<file path="src/rtl/phgen_pkg.sv">
package phgen_pkg;
  // source indices for the three strobes
  localparam int unsigned SRC_BLK = 0;
  localparam int unsigned SRC_PIX = 1;
  localparam int unsigned SRC_CNV = 2;
  localparam int unsigned NUM_SRC = 3;
  // fields per delay word
  localparam int unsigned NUM_FIELDS = 3;
endpackage

</file>
<file path="src/rtl/phg_cfg_hold.sv">
module phg_cfg_hold #(
  parameter int unsigned REG_W = 9
) (
  input  logic             clk,
  input  logic             rst,
  input  logic             idle,
  input  logic [REG_W-1:0] dly_a_in,
  input  logic [REG_W-1:0] dly_b_in,
  input  logic             blk_inv_in,
  input  logic             pix_inv_in,
  input  logic             direct_in,
  output logic [REG_W-1:0] dly_a_q,
  output logic [REG_W-1:0] dly_b_q,
  output logic             blk_inv_q,
  output logic             pix_inv_q,
  output logic             direct_q
);
  // capture happens in reset and whenever no edge is in flight
  always_ff @(posedge clk) begin
    if (rst || idle) begin
      dly_a_q   <= dly_a_in;
      dly_b_q   <= dly_b_in;
      blk_inv_q <= blk_inv_in;
      pix_inv_q <= pix_inv_in;
      direct_q  <= direct_in;
    end
  end
endmodule

</file>
<file path="src/rtl/phg_pulse_delay.sv">
module phg_pulse_delay #(
  parameter int unsigned CNT_W = 3
) (
  input  logic             clk,
  input  logic             rst,
  input  logic             in_pulse,
  input  logic [CNT_W-1:0] dly,
  output logic             out_pulse,
  output logic             busy
);
  localparam logic [CNT_W-1:0] ONE = CNT_W'(1);

  logic             pend_q, pend_d;
  logic [CNT_W-1:0] cnt_q, cnt_d;
  logic [CNT_W-1:0] dly_min1;

  always_comb begin
    dly_min1  = (dly == '0) ? ONE : dly;
    pend_d    = pend_q;
    cnt_d     = cnt_q;
    out_pulse = 1'b0;
    if (in_pulse) begin
      if (pend_q) begin
        // flush the older pulse first, then queue the new one
        out_pulse = 1'b1;
        pend_d    = 1'b1;
        cnt_d     = dly_min1;
      end else if (dly == '0) begin
        out_pulse = 1'b1;
      end else begin
        pend_d = 1'b1;
        cnt_d  = dly;
      end
    end else if (pend_q) begin
      if (cnt_q == ONE) begin
        out_pulse = 1'b1;
        pend_d    = 1'b0;
      end else begin
        cnt_d = cnt_q - ONE;
      end
    end
  end

  always_ff @(posedge clk) begin
    if (rst) begin
      pend_q <= 1'b0;
      cnt_q  <= '0;
    end else begin
      pend_q <= pend_d;
      cnt_q  <= cnt_d;
    end
  end

  assign busy = pend_q;
endmodule

</file>
<file path="src/rtl/phg_edge_shaper.sv">
module phg_edge_shaper #(
  parameter int unsigned CNT_W = 3
) (
  input  logic             clk,
  input  logic             rst,
  input  logic             init_lvl,
  input  logic             lead_evt,
  input  logic             trail_evt,
  input  logic [CNT_W-1:0] lead_dly,
  input  logic [CNT_W-1:0] trail_dly,
  output logic             phase,
  output logic             busy,
  output logic             rise_now
);
  localparam logic [CNT_W-1:0] ONE = CNT_W'(1);

  logic             pend_q, pend_d;
  logic             lvl_q, lvl_d;
  logic [CNT_W-1:0] cnt_q, cnt_d;
  logic             phase_d;
  logic [CNT_W-1:0] sel_dly, sel_min1;

  // lead and trail alternate, so one counter covers both edges
  always_comb begin
    sel_dly  = trail_evt ? trail_dly : lead_dly;
    sel_min1 = (sel_dly == '0) ? ONE : sel_dly;
    phase_d  = phase;
    pend_d   = pend_q;
    lvl_d    = lvl_q;
    cnt_d    = cnt_q;
    if (lead_evt && trail_evt) begin
      phase_d = 1'b0;
      pend_d  = 1'b1;
      lvl_d   = 1'b1;
      cnt_d   = sel_min1;
    end else if (lead_evt || trail_evt) begin
      lvl_d = trail_evt;
      if (pend_q) begin
        phase_d = lvl_q;
        pend_d  = 1'b1;
        cnt_d   = sel_min1;
      end else if (sel_dly == '0) begin
        phase_d = trail_evt;
        pend_d  = 1'b0;
      end else begin
        pend_d = 1'b1;
        cnt_d  = sel_dly;
      end
    end else if (pend_q) begin
      if (cnt_q == ONE) begin
        phase_d = lvl_q;
        pend_d  = 1'b0;
      end else begin
        cnt_d = cnt_q - ONE;
      end
    end
  end

  always_ff @(posedge clk) begin
    if (rst) begin
      phase  <= init_lvl;
      pend_q <= 1'b0;
      lvl_q  <= 1'b0;
      cnt_q  <= '0;
    end else begin
      phase  <= phase_d;
      pend_q <= pend_d;
      lvl_q  <= lvl_d;
      cnt_q  <= cnt_d;
    end
  end

  assign busy     = pend_q;
  assign rise_now = phase_d & ~phase;
endmodule

</file>
<file path="src/rtl/phase_gen.sv">
module phase_gen
  import phgen_pkg::*;
#(
  parameter int unsigned STEP_W = 3
) (
  input  logic                       clk,
  input  logic                       rst,
  input  logic                       blk_strobe,
  input  logic                       pix_strobe,
  input  logic                       cnv_clk,
  input  logic [NUM_FIELDS*STEP_W-1:0] dly_a,
  input  logic [NUM_FIELDS*STEP_W-1:0] dly_b,
  input  logic                       blk_inv,
  input  logic                       pix_inv,
  input  logic                       pix_direct,
  output logic                       ph_black,
  output logic                       ph_video,
  output logic                       ph_conv
);
  localparam int unsigned REG_W = NUM_FIELDS * STEP_W;

  logic [REG_W-1:0]   dly_a_q, dly_b_q;
  logic               blk_inv_q, pix_inv_q, direct_q;
  logic               cfg_idle;

  logic [NUM_SRC-1:0] raw, inv_in, inv_q, corr, prev_q, rise_p, fall_p;
  logic [NUM_SRC-1:0] init_lvl, lead_evt, trail_evt, phase, busy, rise_now;
  logic [STEP_W-1:0]  lead_dly  [NUM_SRC];
  logic [STEP_W-1:0]  trail_dly [NUM_SRC];
  logic [STEP_W-1:0]  fa [NUM_FIELDS];
  logic [STEP_W-1:0]  fb [NUM_FIELDS];

  logic               chain_in, chain_out, chain_busy;

  phg_cfg_hold #(.REG_W(REG_W)) u_cfg (
    .clk        (clk),
    .rst        (rst),
    .idle       (cfg_idle),
    .dly_a_in   (dly_a),
    .dly_b_in   (dly_b),
    .blk_inv_in (blk_inv),
    .pix_inv_in (pix_inv),
    .direct_in  (pix_direct),
    .dly_a_q    (dly_a_q),
    .dly_b_q    (dly_b_q),
    .blk_inv_q  (blk_inv_q),
    .pix_inv_q  (pix_inv_q),
    .direct_q   (direct_q)
  );

  // field split of the held delay words
  for (genvar f = 0; f < NUM_FIELDS; f++) begin : g_field
    assign fa[f] = dly_a_q[f*STEP_W +: STEP_W];
    assign fb[f] = dly_b_q[f*STEP_W +: STEP_W];
  end

  // polarity correction and edge detection
  always_comb begin
    raw              = '0;
    raw[SRC_BLK]     = blk_strobe;
    raw[SRC_PIX]     = pix_strobe;
    raw[SRC_CNV]     = cnv_clk;
    inv_in           = '0;
    inv_in[SRC_BLK]  = blk_inv;
    inv_in[SRC_PIX]  = pix_inv;
    inv_q            = '0;
    inv_q[SRC_BLK]   = blk_inv_q;
    inv_q[SRC_PIX]   = pix_inv_q;
    corr             = raw ^ inv_q;
    rise_p           = corr & ~prev_q;
    fall_p           = ~corr & prev_q;
    init_lvl         = raw ^ inv_in;
  end

  always_ff @(posedge clk) begin
    if (rst || cfg_idle) prev_q <= raw ^ inv_in;
    else                 prev_q <= corr;
  end

  // chained path from the black rise to the video fall
  assign chain_in = ~direct_q & rise_now[SRC_BLK];

  phg_pulse_delay #(.CNT_W(STEP_W)) u_chain (
    .clk       (clk),
    .rst       (rst),
    .in_pulse  (chain_in),
    .dly       (fb[2]),
    .out_pulse (chain_out),
    .busy      (chain_busy)
  );

  // edge routing per phase
  always_comb begin
    lead_evt[SRC_BLK]  = fall_p[SRC_BLK];
    trail_evt[SRC_BLK] = rise_p[SRC_BLK];
    lead_dly[SRC_BLK]  = fa[0];
    trail_dly[SRC_BLK] = fa[1];

    lead_evt[SRC_PIX]  = direct_q ? fall_p[SRC_PIX] : chain_out;
    trail_evt[SRC_PIX] = rise_p[SRC_PIX];
    lead_dly[SRC_PIX]  = fb[0];
    trail_dly[SRC_PIX] = fb[1];

    lead_evt[SRC_CNV]  = fall_p[SRC_CNV];
    trail_evt[SRC_CNV] = rise_p[SRC_CNV];
    lead_dly[SRC_CNV]  = fa[2];
    trail_dly[SRC_CNV] = fa[2];
  end

  for (genvar s = 0; s < NUM_SRC; s++) begin : g_shape
    phg_edge_shaper #(.CNT_W(STEP_W)) u_shape (
      .clk       (clk),
      .rst       (rst),
      .init_lvl  (init_lvl[s]),
      .lead_evt  (lead_evt[s]),
      .trail_evt (trail_evt[s]),
      .lead_dly  (lead_dly[s]),
      .trail_dly (trail_dly[s]),
      .phase     (phase[s]),
      .busy      (busy[s]),
      .rise_now  (rise_now[s])
    );
  end

  assign cfg_idle = ~(|busy) & ~chain_busy & ~(|rise_p) & ~(|fall_p);

  assign ph_black = phase[SRC_BLK];
  assign ph_video = phase[SRC_PIX];
  assign ph_conv  = phase[SRC_CNV];
endmodule

</file>
<file path="config.mk">
export PLATFORM = sky130hd
export DESIGN_NAME = phase_gen
export DESIGN_NICKNAME = d
export VERILOG_FILES = /design/src/rtl/phgen_pkg.sv /design/src/rtl/phg_cfg_hold.sv /design/src/rtl/phg_pulse_delay.sv /design/src/rtl/phg_edge_shaper.sv /design/src/rtl/phase_gen.sv
export SDC_FILE = /design/constraint.sdc
export NUM_CORES = 1
export LEC_CHECK = 0
export BUFFER_PORTS_ARGS = -buffer_cell sky130_fd_sc_hd__buf_4
export CAP_MARGIN = 20
export CORE_ASPECT_RATIO = 0.7
export CORE_MARGIN = 5
export CORE_UTILIZATION = 58
export DETAILED_ROUTE_END_ITERATION = 10
export GPL_ROUTABILITY_DRIVEN = 0
export PLACE_DENSITY = 0.77
export SLEW_MARGIN = 5
export SYNTH_ARGS = -nofsm -noshare
export SYNTH_HDL_FRONTEND = slang
export SYNTH_SLANG_ARGS = --single-unit
export TNS_END_PERCENT = 5
</file>
<file path="constraint.sdc">
create_clock -name clk -period 6.7 [get_ports clk]
set_input_delay 0.67 -clock clk [delete_from_list [all_inputs] [get_ports clk]]
set_output_delay 0.67 -clock clk [all_outputs]
set_load 0.05 [all_outputs]
</file>
# == Yosys cells after proc, flatten, opt, wreduce, memory -nomap -nowiden ==
# Cells that the tools add are included.
# word_totals
register_bits,46
in_bits,26
output_inout_bits,3
elab_cells,172
# classes
add_sub_neg,4
eq_ne,12
mux,86
bitwise_logic,17
reduce_logical,33
# ops
op,n
2-to-1 mux 3 bit,30
2-to-1 mux 1 bit,56
nonzero test 4 bit,6
AND reduction 3 bit,6
"== test 3 x 1 -> 1 bit, second input constant",4
zero test 3 bit,4
"subtractor 3 x 1 -> 3 bit, second input constant",4
"inequality test 3 x 1 -> 1 bit, second input constant",3
"inequality test 3 x 2 -> 1 bit, second input constant",3
nonzero test 3 bit,3
OR reduction 3 bit,3
nonzero test 2 bit,4
bitwise AND 3 bit,2
NOT 1 bit,6
NOT 3 bit,2
XOR 3 x 2 -> 3 bit,2
bitwise AND 1 bit,5
logical OR 1 bit,4
logical AND 1 bit,3
"inequality test 2 x 1 -> 1 bit, second input constant",1
"inequality test 2 bit, second input constant",1

# == Depth between registers and ports, before layout ==
# Gate-level depths: netlist (run 1).
# depth
depth_word,16
mapped_depth,11
mapped_depth_nobuf,10

# == Modules after synthesis ==
# A second synthesis (run 1) with hierarchy kept.
# unflattened
cells_unflattened,261
area_unflattened_um2,2560.0
# by_module_without_submodules
mod,instances,cells_each,area_each_um2,seq_area_each_um2
phg_edge_shaper,3,57,439.2,120.1
phg_cfg_hold,1,22,636.9,630.6
phase_gen,1,34,309.0,60.1
phg_pulse_delay,1,34,296.5,80.1

# == Worst setup path after synthesis (run 1) ==
# OpenSTA, ideal clock, no wires.
# synth_timing
path_kind,in2reg
from,input blk_strobe
to,register g_shape[1].u_shape.cnt_q[1]
setup_time_ns,0.128
arrival_ns,2.655
t_required_ns,6.572
setup_slack_ns,3.918
cell_stages,10
path_cell_list,xnor2_1 > inv_1 > ha_1 > clkbuf_1 > a211oi_1 > o211ai_4 > nor2_1 > a221oi_2 > mux2i_1 > nor2_1
# synth_between
elab_chain_cells,15
word_cells_on_any_way,24
cone_classes,eq/ne (2); mux (9); bitwise (6); reduce/logical (7)
# synth_lines
item,line_no,rtl
from (decl),phase_gen.sv:8,"input logic blk_strobe,"
XOR 3 x 2 -> 3 bit (*),phase_gen.sv:69,corr = raw ^ inv_q;
bitwise AND 3 bit,phase_gen.sv:70,rise_p = corr & ~prev_q;
2-to-1 mux 3 bit,phg_edge_shaper.sv:25,sel_dly = trail_evt ? trail_dly : lead_dly;
zero test 3 bit,phg_edge_shaper.sv:42,end else if (sel_dly == '0) begin
2-to-1 mux 1 bit,phg_edge_shaper.sv:42,
2-to-1 mux 1 bit,phg_edge_shaper.sv:38,if (pend_q) begin
2-to-1 mux 1 bit,phg_edge_shaper.sv:36,end else if (lead_evt || trail_evt) begin
2-to-1 mux 1 bit (*),phg_edge_shaper.sv:31,if (lead_evt && trail_evt) begin
bitwise AND 1 bit (*),phg_edge_shaper.sv:74,assign rise_now = phase_d & ~phase;
bitwise AND 1 bit (*),phase_gen.sv:81,assign chain_in = ~direct_q & rise_now[SRC_BLK];
2-to-1 mux 1 bit (*),phg_pulse_delay.sv:22,if (in_pulse) begin
2-to-1 mux 1 bit (*),phase_gen.sv:99,lead_evt[SRC_PIX] = direct_q ? fall_p[SRC_PIX] : chain_out;
logical AND 1 bit or logical OR 1 bit (tied branches),"phg_edge_shaper.sv:31, phg_edge_shaper.sv:36",
"inequality test 3 x 2 -> 1 bit (no source line), or another cell as far along",n/a,
AND reduction 3 bit (no source line) or 2-to-1 mux 3 bit (tied branches),n/a,
to (signal assigned),phg_edge_shaper.sv:69,cnt_q <= cnt_d;
to (decl),phg_edge_shaper.sv:19,"logic [CNT_W-1:0] cnt_q, cnt_d;"
# Mark *: on every way between the ends. The rest lies on a longest branch, timed or not.
# A chain may end at the register's enable or synchronous reset.

# == Final worst setup path (run 1) ==
# Same ends and word-level chain as after synthesis.

==> impl_metrics.ini, run 1 <==
[clocking]
root_buffer = clkbuf_8
cts_resized = 0
hold_buffers = 0
clkTransAtPathRegs_ns = 0.08
clock-sinks = 46
cts_tree = yes
cts_setup_buffers = 0
cts_buffers = 5
cts_htree_levels = 2
clkLatencyLatePin_ns = 0.30
cts_max_path_buffers = 2

[setup_path]
path_common_cell = nor2_1
regToRegSetupSlack_ns = 3.91
worstPathArrival_ns = 3.06
path_class = in2reg
worst-path-buf-inv = 2
path_max_fanout = 10
cp_num_cells = 11
timing.rr.start = u_cfg.blk_inv_q
start_kind = primary input
crit_required_ns = 6.88
cp_cell_sequence = buf_4 > xnor2_1 > inv_1 > ha_1 > nor4b_2 > nor3b_2 > o211ai_4 > nor2_1 > a221oi_2 > mux2i_1 > nor2_1
worst_setup_path_end_kind = register
critPathTopFamily = compound AO/OA/AOI/OAI gates
cp-startpoint = blk_strobe
rr_worst_depth = 10
slowest_stage = a221oi_2
critPathMaxStageDelay_ns = 0.46
endpoint = g_shape[1].u_shape.cnt_q[1]
r2r-end = g_shape[1].u_shape.cnt_q[1]

[yosys]
synth_compound_area_frac = 0.194
synth-edff-count = 23
synthXorXnorAreaFrac = 0.0241
muxShareOfSynthArea = 0.0596
syn_inst = 258
synth_area_sq_um = 2540
yosys_warnings = 0
ys_ff_latch = 46
synth_top_family_by_area = compound AO/OA/AOI/OAI gates
ys_seq_area_frac = 0.453
synthSimpleGateAreaFrac = 0.156
synthAdderAreaFrac = 0.0640
synth_nets = 297
synth_area_leaders = edfxtp_1 27%, dfxtp_1 18%, ha_1 6.4%
avgSynthCellArea_sq_um = 9.85
post_synth_num_cell_types = 54
synth_top_cell_by_area = edfxtp_1
synthArstFlopShare = 0
synth_top_area_frac = 0.272
synth-main-ff-cell = edfxtp_1

[grt]
grtUsageTotal = 0.173
grt-ovfl-total = 0
grt_pass1_wl_mm = 7.83
grt_max_degree = 30
grt_pass1_vias = 1696
antenna_found_initial = 0

[sta]
rsz0062_at_grt = no
fmax_mhz = 348
setup_ws_ns = 3.83
finalHoldViolCount = 0
finalSetupViolCount = 0
hold-worst-slack_ns = 0.455
tns_ns = 0
max_slew_margin = 0.459
final_max_slew_viol_count = 0
finalCriticalPeriod_ns = 2.87
worst_pin_slew_ns = 0.811
finalCritPeriodShare = 0.429
fin_skew_ns = 0.00798

[detailed_routing]
avgRoutedWirePerCell_um = 13.8
drtAntennaViolNets = 0
first_pass_iters = 4
wirelength_mm = 4.68
vias = 1926
drt_iter0_drc = 161
avgViaCountPerCell = 5.70
route.detailed.drc = 0

[power]
p_total_uw = 756
p_per_area_nw_per_um2 = 266
leakage_uw = 0.00113
ir_drop_mv = 0.198

[die]
io_pins = 29
die_area_sq_um = 5830
num_rows = 20
die_h_um = 65.4
initial_utilization = 0.594
core_sq_um = 4280
die_w_um = 89.1

[outcome]
status = finished clean

[final_layout]
fin_nets = 321
drive_gt1_frac = 0.152
layout_common_cells = 28 x nor2_1, 28 x buf_4, 23 x dfxtp_1, 23 x edfxtp_1, 19 x inv_1
instances_no_fill = 338
area_growth_pct = 12.0
diodes = 0

[placed_design]
pre_cts_slack_ns = 3.53
io_buffer_count = 28
placedCellCount = 330
hpwl_mm = 3.46

[hold_path]
hp-class = reg2reg

[run]
maxCapViolCount = 0
-- report_power, final --
group	leakage [uW]	switching, uW	internal, uW
combinational	0.000669	127	97.3
clock	0.0000426	88.6	71.8
sequential	0.000417	34.3	337
total	0.00113	250	506
-- worst reg2reg max path: stages, from the launching register on --
cell	delay, ns
edfxtp_1	0.41
xnor2_1	0.16
inv_1	0.10
ha_1	0.38
nor4b_2	0.34
nor3b_2	0.32
o211ai_4	0.18
o211ai_1	0.39
mux2i_1	0.25
mux2i_1	0.09
nor2_1	0.10
-- area by class of cell --
type | instances | area (sq um)
fillers | 353 | 1430
multi-input cells | 182 | 1260
flip-flops and latches | 46 | 1150
repair buffers | 28 | 210
clock buffers | 6 | 72.6
inverters | 19 | 71.3
well taps | 55 | 68.8
clock inverters | 2 | 8.76
-- registers in the layout (all words and copies together) (netlist names), 3 cells and up --
register,flops
u_cfg.dly_b_q,9
u_cfg.dly_a_q,9
g_shape.u_shape.cnt_q,9
g_shape.u_shape.phase,3
u_chain.cnt_q,3
g_shape.u_shape.lvl_q,3
g_shape.u_shape.busy,3
prev_q,3
-- cells by family (layout without fill, tap and decap cells) --
kind of cell | after synthesis | count (layout)
and+or+nand+nor | 75 | 75
AOI/OAI and AO/OA | 72 | 72
DFF | 46 | 46
buffers and inverters | 30 | 55
muxes | 15 | 15
adders and majority gates | 13 | 13
xor gates and xnor gates | 7 | 7
-- worst min path at each step --
stage / startpoint / cells past startpoint / end
floorplan: u_chain.cnt_q[1] / 2 / u_chain.cnt_q[1]
global placement: u_chain.cnt_q[1] / 2 / u_chain.cnt_q[1]
detailed placement: u_chain.cnt_q[1] / 2 / u_chain.cnt_q[1]
CTS: u_chain.cnt_q[1] / 2 / u_chain.cnt_q[1]
global route: u_chain.cnt_q[1] / 2 / u_chain.cnt_q[1]
finish: u_chain.cnt_q[1] / 2 / u_chain.cnt_q[1]
-- per-layer routing --
layer / routed length [um] / share of wire / GRT usage
met5: 0 / 0 / 0
met1: 2460 / 0.53 / 0.265
met4: 40 / 0.0086 / 0.0465
met2: 1880 / 0.40 / 0.239
met3: 291 / 0.062 / 0.0464
-- synth_stat cells, types with 2 or more instances --
cell type	count
nor2_1	28
dfxtp_1	23
edfxtp_1	23
inv_1	19
a21oi_1	18
o21ai_0	15
mux2i_1	14
ha_1	13
nand2_1	11
a211oi_1	10
nand2b_1	9
nor3_1	8
clkbuf_1	5
xnor2_1	5
nor4_1	4
a22oi_1	3
nor2b_1	3
o22ai_1	3
o31ai_1	3
a21o_1	2
buf_1	2
nand3b_1	2
o221ai_1	2
o311ai_0	2
xor2_1	2
-- through the flow --
stage | util | cell area (sq um)
floorplan | - | 2540
global placement | 0.646 | 2770
detailed placement | 0.646 | 2770
CTS | 0.665 | 2850
global route | 0.665 | 2850
finish | 0.665 | 2850
Power figures use the tool's default switching activity.
==> run 2, diff against run 1 <==
clock period = 3 ns   (was 6.7 ns; I/O delays follow)
==> run 2 against run 1 <==
Total power up 130%. Register-to-register slack worse by 3.6 ns. Worst setup slack worse by 3.5 ns. Worst hold slack worse by 0.33 ns. Count of clock-buffer cells in the layout unchanged. Sequential power up 120%. Highest routed layer unchanged.
==> impl_metrics.ini, run 2 (synthesis results as in run 1) <==
[outcome]
status = finished clean

[setup_path]
endpoint = g_shape[1].u_shape.cnt_q[0]
start_kind = register
rr_worst_depth = 9
worst-path-buf-inv = 1
critPathMaxStageDelay_ns = 0.47
slowest_stage = ha_1
worstPathArrival_ns = 2.90
path_class = reg2reg
critPathTopFamily = compound AO/OA/AOI/OAI gates
cp_cell_sequence = xnor2_1 > inv_1 > ha_1 > a211oi_1 > o211ai_4 > o21ai_2 > a221oi_2 > a211oi_1 > a211oi_1
r2r-end = g_shape[1].u_shape.cnt_q[0]
worst_setup_path_end_kind = register
crit_required_ns = 3.21
path_max_fanout = 10
path_common_cell = a211oi_1
timing.rr.start = u_cfg.blk_inv_q
regToRegSetupSlack_ns = 0.31
cp-startpoint = u_cfg.blk_inv_q
cp_num_cells = 9

[final_layout]
multiInputGateArea_sq_um = 1260
diodes = 0
reg.largest.list = g_shape.u_shape.cnt_q x9, u_cfg.dly_a_q x9, u_cfg.dly_b_q x9
layout_commonest_cell = buf_4
instances_no_fill = 340
area_growth_pct = 12.6
fin_nets = 323
layout_common_cells = 30 x buf_4, 28 x nor2_1, 23 x dfxtp_1, 23 x edfxtp_1, 19 x inv_1
regArea_sq_um = 1150
drive_gt1_frac = 0.158
finish.utilization = 0.669
fillers = 347

[hold_path]
hp-class = in2reg
min-delay-start = cnv_clk

[clocking]
cts_resized = 0
cts_htree_levels = 2
cts_buffers = 5
cts_tree = yes
clkTransAtPathRegs_ns = 0.08
clock-sinks = 46
clkLatencyLatePin_ns = 0.29
hold_buffers = 0
root_buffer = clkbuf_8
cts_setup_buffers = 0
cts_max_path_buffers = 2

[die]
io_pins = 29
initial_utilization = 0.594
core_sq_um = 4280
die_h_um = 65.4
die_w_um = 89.1
num_rows = 20
die_area_sq_um = 5830

[detailed_routing]
first_pass_iters = 4
vias = 1960
drt_iter0_drc = 125
avgRoutedWirePerCell_um = 14.3
wirelength_mm = 4.86
avgViaCountPerCell = 5.76
route.detailed.drc = 0
drtAntennaViolNets = 0

[grt]
antenna_found_initial = 0
gr-max-usage-layer = met2
grt_pass1_wl_mm = 8.27
met3_usage = 0.0388
grtUsageTotal = 0.183
grt_max_degree = 30
grt_use_met2 = 0.273
gr-usage-met1 = 0.262
grt-ovfl-total = 0
grt_pass1_vias = 1847

[sta]
finalHoldViolCount = 0
tns_ns = 0
max_slew_margin = 0.675
final_max_slew_viol_count = 0
fmax_mhz = 372
finalCritPeriodShare = 0.897
hold-worst-slack_ns = 0.128
worst_pin_slew_ns = 0.484
rsz0062_at_grt = no
fin_skew_ns = 0.00559
finalSetupViolCount = 0
finalCriticalPeriod_ns = 2.69

[run]
maxCapViolCount = 0

[placed_design]
io_buffer_count = 28
hpwl_mm = 3.64
placedCellCount = 332

[power]
ir_drop_mv = 0.401
leakage_uw = 0.00114
p_per_area_nw_per_um2 = 596
p_total_uw = 1710
run 2: cell count changes in the layout (fill, tap and decap cells not counted):
cell	before	now
buf_4	28	30
run 2: layout make-up:
type,instances,area share
clock buffer,6,0.0254
timing repair buffer,30,0.0787
multi-input combinational,182,0.442
clock inverter,2,0.00306
sequential,46,0.402
inverter,19,0.0249
tap,55,0.0240
run 2: layer usage:
layer  up-vias  wire length (um)
met5         -                 0
met4         0                44
met3         4               189
met2        35              2120
met1       933              2510
li1        988                 -
run 2: where the power goes:
group	switching (uW)	total, uW	internal, uW
Sequential	81.0	833	752
Combinational	289	511	222
Clock	201	361	160
run 2: worst min-delay path by stage:
stage / slack (ns) / cells past startpoint / endpoint
2_1_floorplan: 0.33 / 0 / prev_q[2]
3_5_place_dp: 0.43 / 1 / prev_q[2]
4_1_cts: 0.12 / 1 / prev_q[2]
3_3_place_gp: 0.43 / 1 / prev_q[2]
5_1_grt: 0.12 / 1 / prev_q[2]
6_report: 0.13 / 1 / prev_q[2]
run 2: worst register-to-register path, delay by kind of cell, from the launching register on:
kind / cells / cell delay (ns)
buffers and inverters: 1 / 0.10
xor gates and xnor gates: 1 / 0.23
AOI/OAI and AO/OA: 6 / 1.41
adders and majority gates: 1 / 0.47
DFF: 1 / 0.40
run 2: stage by stage:
stage,instance area (sq um),setup WS (ns)
2_1_floorplan,2540,0.500
3_3_place_gp,2780,0.391
3_5_place_dp,2780,0.282
4_1_cts,2860,0.329
5_1_grt,2860,0.0991
6_report,2860,0.310
==> run 3, diff against run 2 <==
CORE_ASPECT_RATIO = 0.6   (was 0.7)
==> run 3 against run 2 <==
Via count fell by 0.36%. Worst setup slack improved by 0.00097 ns. Critical path type unchanged. Critical path depth rose by 1. Clock power rose by 24%.
==> impl_metrics.ini, run 3 (synthesis results as in run 1) <==
[die]
die_area_sq_um = 5850
num_rows = 18
die_h_um = 61.3
core_sq_um = 4170
die_w_um = 95.5
initial_utilization = 0.610
io_pins = 29

[grt]
grt_max_degree = 30
grt-ovfl-total = 0
antenna_found_initial = 0
grt_pass1_wl_mm = 8.65
grt_pass1_vias = 1876
grtUsageTotal = 0.195

[sta]
final_max_slew_viol_count = 0
max_slew_margin = 0.658
fin_skew_ns = 0.00846
worst_pin_slew_ns = 0.509
finalCritPeriodShare = 0.896
fmax_mhz = 372
hold-worst-slack_ns = 0.142
rsz0062_at_grt = no
finalHoldViolCount = 0
tns_ns = 0
finalCriticalPeriod_ns = 2.69
finalSetupViolCount = 0

[final_layout]
reg.largest.list = g_shape.u_shape.cnt_q x9, u_cfg.dly_a_q x9, u_cfg.dly_b_q x9
fin_nets = 323
layout_common_cells = 30 x buf_4, 28 x nor2_1, 23 x dfxtp_1, 23 x edfxtp_1, 19 x inv_1
drive_gt1_frac = 0.168
layout_commonest_cell = buf_4
diodes = 0
area_growth_pct = 14.0

[clocking]
clkTransAtPathRegs_ns = 0.08
cts_buffers = 5
cts_tree = yes
cts_max_path_buffers = 2
cts_htree_levels = 2
clock-sinks = 46
root_buffer = clkbuf_8
clkLatencyLatePin_ns = 0.30
cts_setup_buffers = 0

[setup_path]
worst_setup_path_end_kind = register
path_class = reg2reg
start_kind = register
worstPathArrival_ns = 2.87
path_max_fanout = 10
crit_required_ns = 3.18

[detailed_routing]
drtAntennaViolNets = 0
drt_iter0_drc = 92
avgViaCountPerCell = 5.66
wirelength_mm = 4.95
route.detailed.drc = 0
avgRoutedWirePerCell_um = 14.3
vias = 1953
first_pass_iters = 4

[power]
leakage_uw = 0.00115
seq_power_share = 0.464
p_sw_frac = 0.320
p_per_area_nw_per_um2 = 620
internal-power_uw = 1220
combinationalPowerShare = 0.286
ir_drop_mv = 0.351
p_sw_uw = 575
clkPwrFrac = 0.250

[run]
maxCapViolCount = 0

[hold_path]
hp-class = in2reg

[placed_design]
io_buffer_count = 28
hpwl_mm = 3.67

[outcome]
status = finished clean
run 3: cell types whose count changed in the layout (fill, tap and decap cells not counted), sizes merged:
cell | before | now
clkbuf | 6 | 5
bufinv | 0 | 1
run 3: cell type report:
cell class,instances,area [sq um]
Fill cell,316,1270
Multi-Input combinational cell,182,1270
Sequential cell,46,1150
Timing Repair Buffer,30,225
Tap cell,60,75.1
Inverter,19,71.3
Clock buffer,5,68.8
Clock inverter,3,40.0
run 3: per-layer routing:
layer | wire, um | vias up | track usage
met4 | 17 | 0 | 0.0425
met2 | 2070 | 63 | 0.286
met5 | 0 | - | 0
met1 | 2540 | 898 | 0.291
li1 | - | 988 | -
met3 | 311 | 4 | 0.0513
run 3: final timing paths:
| path | start | to | slack [ns] | cells past startpoint |
|---|---|---|---|---|
| setup / recovery | u_cfg.blk_inv_q | g_shape[1].u_shape.cnt_q[1] | 0.31 | 10 |
| hold / removal | cnv_clk | prev_q[2] | 0.14 | 1 |
| setup reg to reg | u_cfg.blk_inv_q | g_shape[1].u_shape.cnt_q[1] | 0.31 | 10 |
| hold reg to reg | u_chain.cnt_q[1] | u_chain.cnt_q[1] | 0.46 | 2 |
run 3: power by group through the flow:
stage	logic [uW]	clock network, uW	registers [uW]
finish	514	449	834
CTS	510	455	832
detailed placement	506	0	845
floorplan	390	0	836
global route	577	489	846
global placement	495	0	844
run 3: metrics by stage:
step	worst slack, ns	instance area (sq um)	total power, uW	utilization	instances
floorplan	0.500	2540	1230	-	258
global placement	0.338	2790	1340	0.669	337
detailed placement	0.212	2790	1350	0.669	337
CTS	0.221	2900	1800	0.695	345
global route	0.0856	2900	1910	0.695	345
finish	0.311	2900	1800	0.695	345
run 3: timing repair:
action	CTS	global route
hold buffers	0	0
setup endpoints to repair	0	4
gates resized for setup	0	1
run 3: critical path, stage by stage, from the launching register on:
cell      delay, ns
edfxtp_1       0.41
xnor2_1        0.20
inv_1          0.09
ha_2           0.26
nor4b_2        0.19
nor3b_2        0.18
o211ai_4       0.36
nor2_1         0.14
a221oi_2       0.47
mux2i_1        0.23
nor2_1         0.05
